===== src/rtl/bg_fetch_pkg.sv =====
package bg_fetch_pkg;

  // Per-line settings captured on an accepted start
  typedef struct packed {
    logic [1:0] size;
    logic [4:0] scr;
    logic       is8;
    logic [3:0] chr;
    logic [8:0] sx;
    logic [8:0] y;
    logic [2:0] gscr;
    logic [2:0] gchr;
  } line_cfg_t;

  localparam int BLK64_SHIFT = 16;

endpackage


===== src/rtl/bg_map_addr.sv =====
module bg_map_addr #(
  parameter int VA_W = 19,
  parameter bit MAIN = 1'b1
) (
  input  logic [5:0]      x_hi,
  input  logic [5:0]      y_hi,
  input  logic [1:0]      size,
  input  logic [4:0]      scr_fld,
  input  logic [2:0]      gscr,
  output logic [VA_W-1:0] addr
);
  import bg_fetch_pkg::*;

  logic [18:0] gterm;
  generate
    if (MAIN) begin : g_main
      assign gterm = {gscr, 16'd0};
    end else begin : g_sub
      logic unused_gscr;
      assign unused_gscr = ^gscr;
      assign gterm = '0;
    end
  endgenerate

  logic [5:0]  yrow;
  logic [12:0] off;

  always_comb begin
    yrow = (size == 2'b11) ? y_hi : {1'b0, y_hi[4:0]};
    off  = 13'({x_hi[4:0], 1'b0}) + 13'({yrow, 6'd0})
         + ((size[0] && x_hi[5]) ? 13'h800 : 13'h000)
         + ((size[1] && y_hi[5]) ? 13'h800 : 13'h000);
  end

  assign addr = VA_W'({scr_fld, 11'd0}) + VA_W'(gterm) + VA_W'(off);

endmodule


===== src/rtl/bg_tile_addr.sv =====
module bg_tile_addr #(
  parameter int VA_W = 19,
  parameter bit MAIN = 1'b1
) (
  input  logic [11:0]     entry,
  input  logic [2:0]      xl,
  input  logic [2:0]      yl,
  input  logic            is8,
  input  logic [3:0]      chr_fld,
  input  logic [2:0]      gchr,
  output logic [VA_W-1:0] addr,
  output logic [2:0]      colf
);
  logic [18:0] gterm;
  generate
    if (MAIN) begin : g_main
      assign gterm = {gchr, 16'd0};
    end else begin : g_sub
      logic unused_gchr;
      assign unused_gchr = ^gchr;
      assign gterm = '0;
    end
  endgenerate

  logic [2:0]  row;
  logic [16:0] toff;

  always_comb begin
    row  = yl ^ {3{entry[11]}};
    colf = xl ^ {3{entry[10]}};
    if (is8)
      toff = 17'({entry[9:0], 6'd0}) + 17'({row, 3'd0}) + 17'(colf);
    else
      toff = 17'({entry[9:0], 5'd0}) + 17'({row, 2'd0}) + 17'(colf[2:1]);
  end

  assign addr = VA_W'({chr_fld, 14'd0}) + VA_W'(gterm) + VA_W'(toff);

endmodule


===== src/rtl/bg_pix_index.sv =====
module bg_pix_index (
  input  logic [7:0] tbyte,
  input  logic       col_lsb,
  input  logic       is8,
  input  logic [3:0] bank,
  output logic [7:0] idx
);
  logic [3:0] nib;

  always_comb begin
    nib = col_lsb ? tbyte[7:4] : tbyte[3:0];
    if (is8)             idx = tbyte;
    else if (nib == 4'd0) idx = 8'd0;
    else                 idx = {bank, nib};
  end

endmodule


===== src/rtl/bg_line_fetch.sv =====
module bg_line_fetch
  import bg_fetch_pkg::*;
#(
  parameter int VA_W   = 19,
  parameter int LINE_W = 256,
  parameter bit MAIN   = 1'b1
) (
  input  logic            clk,
  input  logic            rst_n,
  input  logic            start,
  input  logic [15:0]     layer_ctrl,
  input  logic [8:0]      scroll_x,
  input  logic [8:0]      scroll_y,
  input  logic [2:0]      glob_scr_blk,
  input  logic [2:0]      glob_chr_blk,
  input  logic [8:0]      line_no,
  output logic            map_en,
  output logic [VA_W-1:0] map_addr,
  input  logic [15:0]     map_data,
  output logic            tile_en,
  output logic [VA_W-1:0] tile_addr,
  input  logic [7:0]      tile_data,
  output logic            pal_en,
  output logic [8:0]      pal_addr,
  input  logic [15:0]     pal_data,
  output logic            pix_valid,
  input  logic            pix_ready,
  output logic [14:0]     pix_color,
  output logic            pix_opaque,
  output logic            line_done
);
  localparam int CW = (LINE_W > 1) ? $clog2(LINE_W) : 1;

  line_cfg_t      cfg;
  logic           active, issuing;
  logic [CW-1:0]  col;
  logic           adv, issue, last_col;
  logic [8:0]     x;

  // stage registers: 1 = entry arriving, 2 = tile byte arriving, 3 = colour arriving
  logic       v1, v2, v3, l1, l2, l3, pix_last;
  logic [2:0] xl1;
  logic       c2;
  logic [3:0] bank2;
  logic       o3;
  logic [2:0] colf;
  logic [7:0] idx;

  logic unused_bits;
  assign unused_bits = pal_data[15] ^ layer_ctrl[13] ^ layer_ctrl[6]
                     ^ layer_ctrl[1] ^ layer_ctrl[0];

  assign adv      = !pix_valid || pix_ready;
  assign last_col = (col == CW'(LINE_W - 1));
  assign issue    = issuing && adv;
  assign x        = cfg.sx + 9'(col);

  bg_map_addr #(.VA_W(VA_W), .MAIN(MAIN)) u_map (
    .x_hi(x[8:3]), .y_hi(cfg.y[8:3]), .size(cfg.size), .scr_fld(cfg.scr),
    .gscr(cfg.gscr), .addr(map_addr)
  );
  assign map_en = issue;

  bg_tile_addr #(.VA_W(VA_W), .MAIN(MAIN)) u_tile (
    .entry(map_data[11:0]), .xl(xl1), .yl(cfg.y[2:0]), .is8(cfg.is8),
    .chr_fld(cfg.chr), .gchr(cfg.gchr), .addr(tile_addr), .colf(colf)
  );
  assign tile_en = adv && v1;

  bg_pix_index u_idx (
    .tbyte(tile_data), .col_lsb(c2), .is8(cfg.is8), .bank(bank2), .idx(idx)
  );
  assign pal_en   = adv && v2 && (idx != 8'd0);
  assign pal_addr = {idx, 1'b0};

  assign line_done = pix_valid && pix_ready && pix_last;

  always_ff @(posedge clk) begin
    if (!rst_n) begin
      cfg <= '0; active <= 1'b0; issuing <= 1'b0; col <= '0;
      v1 <= 1'b0; v2 <= 1'b0; v3 <= 1'b0;
      l1 <= 1'b0; l2 <= 1'b0; l3 <= 1'b0; pix_last <= 1'b0;
      xl1 <= '0; c2 <= 1'b0; bank2 <= '0; o3 <= 1'b0;
      pix_valid <= 1'b0; pix_color <= '0; pix_opaque <= 1'b0;
    end else begin
      if (start && !active) begin
        active   <= 1'b1;
        issuing  <= 1'b1;
        col      <= '0;
        cfg.size <= layer_ctrl[15:14];
        cfg.scr  <= layer_ctrl[12:8];
        cfg.is8  <= layer_ctrl[7];
        cfg.chr  <= layer_ctrl[5:2];
        cfg.sx   <= scroll_x;
        cfg.y    <= scroll_y + line_no;
        cfg.gscr <= glob_scr_blk;
        cfg.gchr <= glob_chr_blk;
      end else if (issue) begin
        col <= col + CW'(1);
        if (last_col) issuing <= 1'b0;
      end
      if (line_done) active <= 1'b0;

      if (adv) begin
        v1  <= issue;
        l1  <= issue && last_col;
        xl1 <= x[2:0];
        v2    <= v1;
        l2    <= l1;
        c2    <= colf[0];
        bank2 <= map_data[15:12];
        v3 <= v2;
        l3 <= l2;
        o3 <= v2 && (idx != 8'd0);
        pix_valid  <= v3;
        pix_last   <= l3;
        pix_opaque <= v3 && o3;
        pix_color  <= (v3 && o3) ? pal_data[14:0] : 15'd0;
      end
    end
  end

  AST_STALL_HOLD: assert property (@(posedge clk) disable iff (!rst_n)
    pix_valid && !pix_ready |=> pix_valid && $stable(pix_color) && $stable(pix_opaque));
  AST_STALL_NOREAD: assert property (@(posedge clk) disable iff (!rst_n)
    pix_valid && !pix_ready |-> !map_en && !tile_en && !pal_en);
  AST_CLEAR_BLACK: assert property (@(posedge clk) disable iff (!rst_n)
    pix_valid && !pix_opaque |-> pix_color == 15'd0);
  AST_PAL_NONZERO: assert property (@(posedge clk) disable iff (!rst_n)
    pal_en |-> pal_addr != 9'd0);
  AST_DONE_DRAIN: assert property (@(posedge clk) disable iff (!rst_n)
    line_done |=> !pix_valid);
  AST_CFG_HOLD: assert property (@(posedge clk) disable iff (!rst_n)
    active && start |=> $stable(cfg));
  AST_MAP_ALIGN: assert property (@(posedge clk) disable iff (!rst_n)
    map_en |-> !map_addr[0]);

endmodule


===== config.mk =====
export PLATFORM = sky130hd
export DESIGN_NAME = bg_line_fetch
export DESIGN_NICKNAME = d
export VERILOG_FILES = /design/src/rtl/bg_fetch_pkg.sv /design/src/rtl/bg_map_addr.sv /design/src/rtl/bg_tile_addr.sv /design/src/rtl/bg_pix_index.sv /design/src/rtl/bg_line_fetch.sv
export SDC_FILE = /design/constraint.sdc
export NUM_CORES = 1
export LEC_CHECK = 0
export ABC_AREA = 1
export BUFFER_PORTS_ARGS = -buffer_cell sky130_fd_sc_hd__buf_2
export CORE_MARGIN = 3
export CORE_UTILIZATION = 45
export DETAILED_ROUTE_END_ITERATION = 7
export GPL_ROUTABILITY_DRIVEN = 0
export GPL_TIMING_DRIVEN = 0
export PLACE_DENSITY = 0.78
export SYNTH_ARGS = -nofsm -noshare
export SYNTH_HDL_FRONTEND = slang
export SYNTH_HIERARCHICAL = 1
export SYNTH_SLANG_ARGS = --single-unit

===== constraint.sdc =====
create_clock -name clk -period 8.4 [get_ports clk]
set_input_delay 1.26 -clock clk [delete_from_list [all_inputs] [get_ports clk]]
set_output_delay 1.26 -clock clk [all_outputs]
set_load 0.005 [all_outputs]

==> out/results.tsv <==
metric	value	unit
die_area	11200	sq um
drc	0	
hold_viol_final	0	
syn_inst	607	
fin_nets	895	
cp.arrival	3.56	ns
clkLatencyLatePin	0.34	ns
drt-met1-wl	5100	um
power.density	153	nW/um^2
vias_per_cell	4.83	
io_buffers	153	
clock_skew	0.00986	ns
total_leakage_power	3.05	nW
synth_ff_type	dfxtp_1	
grt_pass1_wl	18800	um
drt_iter0_drc	327	
top_layer	met4	
cts-root-buf	clkbuf_8	
h-tree-depth	3	
ant_nets	0	
gr-usage-all-layers	20.3	%
cts_sinks	79	
clk_pin_slew	0.09	ns
min_period	4.82	ns
synthTopCellsByArea	dfxtp_1 (35%), nand2_1 (15%), ha_1 (7.3%), a22o_1 (5.5%), inv_1 (4.9%)	
cp.required	7.14	ns
tritoncts	yes	
core.rowCount	35	
final_max_slew_viol_count	0	
ctsResizeCount	0	
cp_max_fo	5	
ys_warn_count	6	
wire_per_inst	12.7	um
start_kind	register	
drv_cap	0	
antenna_found_initial	0	
synth_nets	731	
synth_edf_count	0	
yosysTopAreaCell	dfxtp_1	
setup_slack	3.58	ns
cts_setup_buffers	0	
setup_tns	0	ns
grt_setup_unrepaired	false	
dp_hpwl	9200	um
hold-worst-slack	0.465	ns
worstSetupPathType	register to primary output	
ys_ff_latch	79	
wirelength	11500	um
synth_common_cells	nand2_1 (179), dfxtp_1 (79), inv_1 (59), nor2_1 (50), a21oi_1 (36)	
hold_buffers	0	
irDropWorstVdd	0.0000961	V
cts_inserted_buffers	9	
routed-wl-met2	5580	um
n_antenna_cell	0	
post-place-ws	3.93	ns
setup_violations	0	
die_x	106	um
status	finished, final reports clean	
async_flop_share	0	%
max_freq	0.208	GHz
clock_path_buffers	2	
syn2layout_area_growth	25.1	%
synth_top_area_share	35.2	%
grt_max_degree	14	
holdCritPathClass	register to register	
die_y	106	um
grt_pass1_vias	4233	
num_vias	4372	
nFillCells	912	
start_util	47.4	%
synth_most_common_cell	nand2_1	
synth.yosys.seq_area_share	35.2	%
postSynthAreaPerCell	7.39	sq um
wl_met3	646	um
drive_above_1_share	29.3	%
core_area	9460	sq um
ys_types	36	
drtPass1Iterations	5	
syn_area	4490	sq um
io_pins	161	
overflow	0	
end_kind	primary output	
min_period_over_period	57.3	%
critical path, stage by stage, from the launching register on:
cell and delay, ns:
dfxtp_1 0.36, ha_1 0.23, fa_1 0.41, nand3_1 0.10, nand3_1 0.13, nand4_1 0.13, nand3_1 0.09, nand2_1 0.09
nand2_1 0.07, fa_1 0.53, inv_1 0.04, ha_1 0.20, fa_1 0.41, nand2_1 0.10, nor2_1 0.06, xor2_1 0.14
buf_2 0.13
report_power, final:
group | internal [mW] | switching (mW) | total [mW]
sequential | 0.391 | 0.0142 | 0.406
combinational | 0.0808 | 0.0904 | 0.171
clock | 0.146 | 0.138 | 0.283
state kept, by name, summed over array words and instances (netlist names), 3 cells and up:
register / flops
cfg: 36
bank2: 4
pix_color: 15
xl1: 3
col: 8
through the flow:
step	cell area, sq um	utilization [%]	cells	power, mW
2_1_floorplan	4490	-	607	0.513
3_3_place_gp	5410	57.2	889	0.579
4_1_cts	5610	59.3	905	0.866
5_1_grt	5610	59.3	905	0.906
3_5_place_dp	5410	57.2	889	0.584
6_report	5610	59.3	905	0.860
cell usage in the layout (no fill, tap or decap), types with 17 or more instances in the layout:
| cell | n |
|---|---|
| buf_4 | 17 |
| a21oi_1 | 36 |
| inv_1 | 59 |
| dfxtp_1 | 79 |
| nor2_1 | 50 |
| ha_1 | 26 |
| a22o_1 | 28 |
| nand2_1 | 179 |
| o21ai_0 | 24 |
| nand3_1 | 31 |
| buf_2 | 159 |
cells by family after synthesis:
logic type | after synthesis | synth area share, %
AOI/OAI and AO/OA | 93 | 12.9
xor gates and xnor gates | 17 | 3.32
adders and majority gates | 31 | 9.48
buffers and inverters | 97 | 10.5
DFF | 79 | 35.2
muxes | 4 | 1.00
other | 2 | 0.167
and+or+nand+nor | 284 | 27.4
final timing paths:
| path | to | startpoint | slack (ns) | depth (start not counted) |
|---|---|---|---|---|
| worst min register to register | pix_color[5] | pix_color[5] | 0.46 | 2 |
| worst max-delay path | map_addr[15] | col[0] | 3.58 | 16 |
| worst max register to register | o3 | cfg[28] | 6.73 | 7 |
| worst min-delay path | pix_color[5] | pix_color[5] | 0.46 | 2 |
metal layers:
layer | vias up | GRT usage, %
met1 | 1958 | 24.8
met4 | 0 | 6.01
met2 | 138 | 36.3
met5 | - | 0
met3 | 14 | 3.55
li1 | 2262 | -
area by class of cell:
class                      count  area (sq um)  area share, %
buffer                        31           221           3.95
clock buffer                  11           141           2.52
clock inverter                 5          57.6           1.03
inverter                      66           248           4.41
multi-input combinational    431          2440           43.4
sequential                    79          1580           28.2
tap                          129           161           2.88
timing repair buffer         153           766           13.6
(Power assumes the default switching activity.)
